### src/rtl/seg_mmu_pkg.sv
package seg_mmu_pkg;
  localparam int SEG_W  = 7;
  localparam int OFF_W  = 16;
  localparam int STAT_W = 4;
  localparam int ADDR_W = 2;
  localparam int FLAG_BIT = 2;

  localparam logic [STAT_W-1:0] CODE_MASK  = 4'b1100;
  localparam logic [STAT_W-1:0] CODE_MATCH = 4'b1100;

  localparam logic [ADDR_W-1:0] A_FLAG = 2'd0;
  localparam logic [ADDR_W-1:0] A_SYSB = 2'd1;
  localparam logic [ADDR_W-1:0] A_NRMB = 2'd2;

  typedef struct packed {
    logic code;
    logic data;
    logic stack;
    logic trap;
  } sel_t;
endpackage

### src/rtl/seg_mmu_regs.sv
module seg_mmu_regs
  import seg_mmu_pkg::*;
#(
  parameter int W = OFF_W
) (
  input  logic              clk,
  input  logic              rst_n,
  input  logic              wr_en,
  input  logic [ADDR_W-1:0] wr_addr,
  input  logic [W-1:0]      wr_data,
  output logic              seg_user,
  output logic [W-1:0]      sys_base,
  output logic [W-1:0]      nrm_base
);
  always_ff @(posedge clk) begin
    if (!rst_n) begin
      seg_user <= 1'b0;
      sys_base <= '0;
      nrm_base <= '0;
    end else if (wr_en) begin
      case (wr_addr)
        A_FLAG:  seg_user <= wr_data[FLAG_BIT];
        A_SYSB:  sys_base <= wr_data;
        A_NRMB:  nrm_base <= wr_data;
        default: ;
      endcase
    end
  end
endmodule

### src/rtl/seg_mmu_decode.sv
module seg_mmu_decode
  import seg_mmu_pkg::*;
#(
  parameter int SW = SEG_W,
  parameter int OW = OFF_W
) (
  input  logic [STAT_W-1:0] status,
  input  logic              sys,
  input  logic [SW-1:0]     seg,
  input  logic [OW-1:0]     off,
  input  logic              seg_user,
  input  logic [OW-1:0]     sys_base,
  input  logic [OW-1:0]     nrm_base,
  output sel_t              sel
);
  localparam int HALF = SW - 1;

  logic          low_seg;
  logic          upper;
  logic          trap;
  logic          is_code;
  logic          borrow;
  logic [OW-1:0] base;
  logic [OW:0]   diff;

  assign low_seg = (seg[HALF-1:1] == '0) && !upper;
  assign upper   = seg[HALF];

  always_comb begin
    if (sys)           trap = 1'b0;
    else if (seg_user) trap = (seg[HALF-1:1] == '0);
    else               trap = (seg == '0) || upper;
  end

  assign is_code = ((status & CODE_MASK) == CODE_MATCH);
  assign base    = low_seg ? sys_base : nrm_base;
  assign diff    = {1'b0, off} - {1'b0, base};
  assign borrow  = diff[OW];

  always_comb begin
    sel = '0;
    if (trap) begin
      sel.trap = 1'b1;
    end else if (is_code) begin
      sel.code = 1'b1;
    end else if (seg_user && !sys) begin
      sel.data  = !upper;
      sel.stack = upper;
    end else begin
      sel.data  = borrow;
      sel.stack = !borrow;
    end
  end
endmodule

### src/rtl/seg_mmu_steer.sv
module seg_mmu_steer
  import seg_mmu_pkg::*;
(
  input  logic              clk,
  input  logic              rst_n,
  input  logic              wr_en,
  input  logic [ADDR_W-1:0] wr_addr,
  input  logic [OFF_W-1:0]  wr_data,
  input  logic              ref_valid,
  input  logic [STAT_W-1:0] ref_status,
  input  logic              ref_sys,
  input  logic [SEG_W-1:0]  ref_seg,
  input  logic [OFF_W-1:0]  ref_off,
  output logic              en_code,
  output logic              en_data,
  output logic              en_stack,
  output logic              seg_trap
);
  logic              seg_user;
  logic [OFF_W-1:0]  sys_base;
  logic [OFF_W-1:0]  nrm_base;
  sel_t              next_sel;
  sel_t              out_q;

  seg_mmu_regs #(.W(OFF_W)) u_regs (
    .clk      (clk),
    .rst_n    (rst_n),
    .wr_en    (wr_en),
    .wr_addr  (wr_addr),
    .wr_data  (wr_data),
    .seg_user (seg_user),
    .sys_base (sys_base),
    .nrm_base (nrm_base)
  );

  seg_mmu_decode #(.SW(SEG_W), .OW(OFF_W)) u_dec (
    .status   (ref_status),
    .sys      (ref_sys),
    .seg      (ref_seg),
    .off      (ref_off),
    .seg_user (seg_user),
    .sys_base (sys_base),
    .nrm_base (nrm_base),
    .sel      (next_sel)
  );

  always_ff @(posedge clk) begin
    if (!rst_n)         out_q <= '0;
    else if (ref_valid) out_q <= next_sel;
    else                out_q <= '0;
  end

  assign en_code  = out_q.code;
  assign en_data  = out_q.data;
  assign en_stack = out_q.stack;
  assign seg_trap = out_q.trap;
endmodule

### config.mk
export PLATFORM = sky130hd
export DESIGN_NAME = seg_mmu_steer
export DESIGN_NICKNAME = d
export VERILOG_FILES = /design/src/rtl/seg_mmu_pkg.sv /design/src/rtl/seg_mmu_regs.sv /design/src/rtl/seg_mmu_decode.sv /design/src/rtl/seg_mmu_steer.sv
export SDC_FILE = /design/constraint.sdc
export NUM_CORES = 1
export LEC_CHECK = 0
export BUFFER_PORTS_ARGS = -buffer_cell sky130_fd_sc_hd__buf_2
export CORE_AREA = 2 2 66 68
export DETAILED_ROUTE_END_ITERATION = 10
export DIE_AREA = 0 0 68 70
export PLACE_DENSITY = 0.82
export SLEW_MARGIN = 10
export SYNTH_ARGS = -nofsm -noshare
export SYNTH_HDL_FRONTEND = slang
export SYNTH_SLANG_ARGS = --single-unit
### constraint.sdc
create_clock -name clk -period 3.2 [get_ports clk]
set_clock_uncertainty 0.1 [all_clocks]
set_input_delay 0.16 -clock clk [delete_from_list [all_inputs] [get_ports clk]]
set_output_delay 0.16 -clock clk [all_outputs]
set_load 0.01 [all_outputs]
Word-level counts from Yosys, hierarchy flattened

Cells that the tools add are included.

Logic and storage cells: 34
Bits in registers: 37
Output and inout bits: 4

Equal/unequal tests: 3
Add/sub/neg operators: 1
Reduce and logical (&&, ||, !) cells: 15
Multiplexer cells: 6
Bitwise gates (word level): 2

Operators with widths:

| operator           | count |
|---|---|
| $sub 16x16->17     | 1 |
| $mux 16            | 1 |
| $reduce_and 2->1   | 4 |
| $logic_not 7->1    | 1 |
| $logic_not 5->1    | 1 |
| $eq 2x2->1 const B | 2 |
| $mux 1             | 4 |
| $reduce_or 4->1    | 1 |
| $logic_not 1->1    | 3 |
| $reduce_or 3->1    | 1 |
| $eq 2x1->1 const B | 1 |
| $logic_and 1x1->1  | 2 |
| $logic_not 2->1    | 1 |
| $mux 2             | 1 |
| $not 1->1          | 2 |
| $logic_or 1x1->1   | 1 |

Longest topological paths before layout

Depth after elaboration: 6
Gate-level depth with buffers: 10
Gate-level depth less buffers: 9

By module

Synthesis repeated with hierarchy kept, for this count alone.

Cell total of the unflattened synthesis: 216
Area, all modules: 2090.8 um2

By module, submodules not included:

| module         | area each (um2) | cells each | seq. area each (um2) | times used |
|---|---|---|---|---|
| seg_mmu_regs   | 1283.7          | 127        | 660.6                | 1 |
| seg_mmu_decode | 701.9           | 81         | 0.0                  | 1 |
| seg_mmu_steer  | 105.1           | 8          | 80.1                 | 1 |

Least setup slack after synthesis

OpenSTA, ideal clock, no wires.

Path kind: input to register
Start point: in ref_seg[5]
End point: reg out_q (netlist bit en_data)
Setup slack: 535 ps
Cell stages on the path: 10
Path buffers: 1
Required time: 3033 ps
Arrival: 2498 ps
Cells stage by stage: nor4_2 > nand2_1 > buf_2 > mux2i_1 > ha_1 > a21oi_1 > o21ai_0 > a2111o_1 > or3_1 > o21ai_2

Longest elaborated chain between the ends: 5
Elaborated cells on any way between the ends: 10
Those cells by class: add/sub (1); mux (4); reduce/logical (5)

Ends and longest elaborated chain:

| item                                                         | line                                                             | RTL |
|---|---|---|
| from (decl)                                                  | seg_mmu_steer.sv:12                                              | `input logic [SEG_W-1:0] ref_seg,` |
| $logic_not 5->1 / $logic_not 7->1 (equally long branches)    | seg_mmu_decode.sv:26, seg_mmu_decode.sv:31, seg_mmu_decode.sv:32 |  |
| $logic_and 1x1->1 / $logic_or 1x1->1 (equally long branches) | seg_mmu_decode.sv:26, seg_mmu_decode.sv:32                       |  |
| $mux 16 / $mux 1 (equally long branches)                     | seg_mmu_decode.sv:36, seg_mmu_decode.sv:31                       |  |
| $sub 16x16->17 / $mux 1 (equally long branches)              | seg_mmu_decode.sv:37, seg_mmu_decode.sv:30                       |  |
| $mux 2 / $reduce_or 4->1 (equally long branches)             | -                                                                |  |
| to (signal assigned)                                         | seg_mmu_steer.sv:49                                              | `else if (ref_valid) out_q <= next_sel;` |
| to (decl)                                                    | seg_mmu_steer.sv:23                                              | `sel_t out_q;` |

Several ways; a longest one is shown, not always the timed one.
A chain may end at the register's enable or synchronous reset.

Worst setup path after layout

Same ends and word-level chain as after synthesis.

==> out/summary.json <==
{
  "cts_resized": {"value": 0},
  "via_count": {"value": 1750},
  "final.min_clock_period": {"value": 2.50, "unit": "ns"},
  "gp_congestion": {"value": 0.742},
  "peakVddDrop": {"value": 0.000187, "unit": "V"},
  "total_of_hold_buffers_inserted_after_clock_tree_synthesis": {"value": 0},
  "final_standard_cell_area_without_fillers": {"value": 2400, "unit": "um2"},
  "yosysWarningCount": {"value": 0},
  "cp_max_fo": {"value": 15},
  "maximum_clock_frequency": {"value": 399, "unit": "MHz"},
  "insertion_delay": {"value": 0.29, "unit": "ns"},
  "grt_first_pass_wirelength": {"value": 7090, "unit": "um"},
  "fin_crit_sh": {"value": 0.783},
  "synthTopCellsByArea": {"value": "sky130_fd_sc_hd__dfxtp_1, sky130_fd_sc_hd__nand2_1, sky130_fd_sc_hd__a21boi_0"},
  "drc": {"value": 0},
  "ctsRootBufferMaster": {"value": "sky130_fd_sc_hd__clkbuf_8"},
  "synth_top_area_frac": {"value": 0.370},
  "holdCritPathClass": {"value": "in2reg"},
  "dpl.hpwl": {"value": 3130, "unit": "um"},
  "final-max-slew-violation-count": {"value": 0},
  "syn_nets": {"value": 296},
  "io_buffers": {"value": 51},
  "drt_pass1_iterations": {"value": 4},
  "drive_above_1_share": {"value": 0.238},
  "count_of_flip_flops_with_a_built_in_enable_after_synthesis": {"value": 0},
  "cts-buffers-inserted": {"value": 5},
  "cell_chain_critical_path": {"value": "buf_2 > nor4_2 > nand2_1 > buf_4 > mux2i_1 > ha_1 > a21oi_1 > o21ai_0 > a2111o_1 > or3_1 > o21ai_2"},
  "yosys_register_bits": {"value": 37},
  "mappedNetlistArea": {"value": 2000, "unit": "um2"},
  "cts.path.max_buffers": {"value": 2},
  "finalHoldViolCount": {"value": 0},
  "power_report.internal_total": {"value": 0.734, "unit": "mW"},
  "critical_path_s_largest_stage_delay": {"value": 0.45, "unit": "ns"},
  "synth_area_per_cell": {"value": 8.68, "unit": "um2"},
  "rows": {"value": 24},
  "comb_power_share": {"value": 0.136},
  "post-cts-setup-buffer-count": {"value": 0},
  "critPathKind": {"value": "in2reg"},
  "result_of_the_run": {"value": "completed"},
  "report.power.total": {"value": 0.973, "unit": "mW"},
  "mostFrequentLayoutCells": {"value": "sky130_fd_sc_hd__nand2_1, sky130_fd_sc_hd__buf_2, sky130_fd_sc_hd__dfxtp_1, sky130_fd_sc_hd__a21boi_0, sky130_fd_sc_hd__mux2i_1"},
  "overall_die_area": {"value": 4760, "unit": "um2"},
  "timing.critical_path.required": {"value": 3.33, "unit": "ns"},
  "cts_tree": {"value": "done"},
  "cts.clk_slew.worst_paths": {"value": 0.07, "unit": "ns"},
  "path_buf_inv": {"value": 2},
  "cpLargestDelayFamily": {"value": "compound AO/OA/AOI/OAI gates"},
  "avgRoutedWirePerCell": {"value": 12.6, "unit": "um"},
  "layout.cells.most_common": {"value": "sky130_fd_sc_hd__nand2_1"},
  "die_w": {"value": 68, "unit": "um"},
  "power-per-cell-area": {"value": 405, "unit": "nW/um2"},
  "grt_setup_unrepaired": {"value": "no"},
  "setup-violations-final": {"value": 0},
  "detail-route-antenna-nets": {"value": 0},
  "yosysSeqAreaShare": {"value": 0.370},
  "grt_use_total": {"value": 0.193},
  "post_detailed_routing_wire_length": {"value": 4220, "unit": "um"},
  "synthFlopType": {"value": "sky130_fd_sc_hd__dfxtp_1"},
  "syn_to_final_growth": {"value": 19.9, "unit": "%"},
  "postPlaceCellArea": {"value": 2300, "unit": "um2"},
  "switching_share": {"value": 0.246},
  "worst_r2r_path_depth": {"value": 7},
  "synth_async_sr_flop_share": {"value": 0},
  "top_level_i_o_count": {"value": 54},
  "clock_sinks": {"value": 37},
  "share_of_power_burned_in_the_clock_network": {"value": 0.367},
  "netSwitchingPower": {"value": 0.239, "unit": "mW"},
  "hold_path_depth": {"value": 3},
  "postSynthCellCount": {"value": 231},
  "synth_top_cell_by_area": {"value": "sky130_fd_sc_hd__dfxtp_1"},
  "timing.critical_path.slowest_stage_cell": {"value": "sky130_fd_sc_hd__a2111o_1"},
  "ys_types": {"value": 34},
  "timing_worst_slew_pin_value": {"value": 0.693, "unit": "ns"},
  "reg2reg_setup_slack": {"value": 1.09, "unit": "ns"},
  "floorplan.initialDensity": {"value": 0.484},
  "die_height": {"value": 70, "unit": "um"},
  "avgViaCountPerCell": {"value": 5.24},
  "via_count_of_the_first_global_routing_pass": {"value": 1685},
  "core_area": {"value": 4140, "unit": "um2"},
  "aggregate_negative_setup_slack": {"value": 0, "unit": "ns"},
  "final_nets": {"value": 346},
  "path_depth": {"value": 11},
  "max-cap-violations": {"value": 0},
  "static_leak": {"value": 1.06, "unit": "nW"},
  "critPathCaptureType": {"value": "flop"},
  "slew_headroom": {"value": 0.537},
  "worst_setup_path_start_kind": {"value": "input port"},
  "grt_remaining_overflow": {"value": 0},
  "part_of_the_total_power_dissipated_in_sequential_elements": {"value": 0.497},
  "crit_path_arrival_time": {"value": 2.64, "unit": "ns"},
  "antenna_cells": {"value": 0},
  "clock_tree.htree_level_count": {"value": 2},
  "initial_detailed_routing_violation_count": {"value": 44},
  "antenna_found_initial": {"value": 0},
  "maximum_number_of_pins_on_one_net_before_global_route_repair": {"value": 35}
}
==> routing by layer <==
metal  track usage  part of all wire
met2         0.344              0.51
met3        0.0515             0.040
met1         0.216              0.44
met5             0                 0
met4        0.0600             0.014
==> worst reg2reg max path, stage by stage (launching register included) <==
cell and delay [ns]:
sky130_fd_sc_hd__dfxtp_1 0.31, sky130_fd_sc_hd__mux2i_1 0.18, sky130_fd_sc_hd__ha_1 0.28, sky130_fd_sc_hd__a21oi_1 0.14
sky130_fd_sc_hd__o21ai_0 0.14, sky130_fd_sc_hd__a2111o_1 0.45, sky130_fd_sc_hd__or3_1 0.36, sky130_fd_sc_hd__o21ai_2 0.10
==> stage by stage <==
step                hold slack (ns)  instances  setup slack (ns)   util
CTS                          0.0187        334             0.685  0.580
global placement              0.316        326             0.427  0.555
floorplan                     0.195        231             0.535      -
detailed placement            0.325        326             0.379  0.555
finish                       0.0215        334             0.696  0.580
global route                 0.0241        334             0.536  0.580
==> power by group through the flow <==
stage	Clock (mW)	Combinational [mW]	Sequential [mW]
finish	0.357	0.132	0.483
CTS	0.362	0.134	0.483
global placement	0	0.130	0.493
floorplan	0	0.0762	0.493
detailed placement	0	0.133	0.494
global route	0.377	0.151	0.485
==> synthesized netlist by cell type, types with 2 or more instances <==
cell and instances:
sky130_fd_sc_hd__a21boi_0 32, sky130_fd_sc_hd__a21oi_1 6, sky130_fd_sc_hd__and3_1 2, sky130_fd_sc_hd__and3b_1 2, sky130_fd_sc_hd__and4_1 2, sky130_fd_sc_hd__clkbuf_1 9
sky130_fd_sc_hd__dfxtp_1 37, sky130_fd_sc_hd__ha_1 15, sky130_fd_sc_hd__mux2i_1 16, sky130_fd_sc_hd__nand2_1 69, sky130_fd_sc_hd__nand2_2 2, sky130_fd_sc_hd__nand2b_1 2
sky130_fd_sc_hd__nand3_1 2, sky130_fd_sc_hd__nand3b_1 2, sky130_fd_sc_hd__nand4_1 4, sky130_fd_sc_hd__nor2_1 3, sky130_fd_sc_hd__nor2b_1 3, sky130_fd_sc_hd__nor3b_1 3
sky130_fd_sc_hd__nor4_2 2, sky130_fd_sc_hd__o21ai_0 3, sky130_fd_sc_hd__o31a_1 2
==> cells by family (layout without fill, tap and decap cells) <==
family | count (synthesis) | in the layout | synth area share
fa+ha+maj | 15 | 15 | 0.0936
mux | 16 | 16 | 0.0799
buf+inv | 10 | 61 | 0.0193
compound gates | 51 | 51 | 0.194
simple gates | 102 | 102 | 0.243
flops | 37 | 37 | 0.370
==> registers in the layout, indices dropped and copies added (netlist names) <==
register,cells
u_regs.seg_user,1
seg_trap,1
u_regs.sys_base,16
en_data,1
u_regs.nrm_base,16
en_stack,1
en_code,1
==> final timing paths <==
kind | from | to
min | wr_data[8] | u_regs.sys_base[8]
max | ref_seg[5] | en_data
max reg2reg | u_regs.nrm_base[9] | en_data
min reg2reg | u_regs.sys_base[8] | u_regs.sys_base[8]
==> final cells by class <==
class / instances / area, um2
fill: 393 / 1740
multi-input combinational: 184 / 1220
sequential: 37 / 741
timing repair buffer: 53 / 270
clock buffer: 7 / 96.3
tap: 52 / 65.1
clock inverter: 1 / 5.00
(Power assumes the default switching activity.)
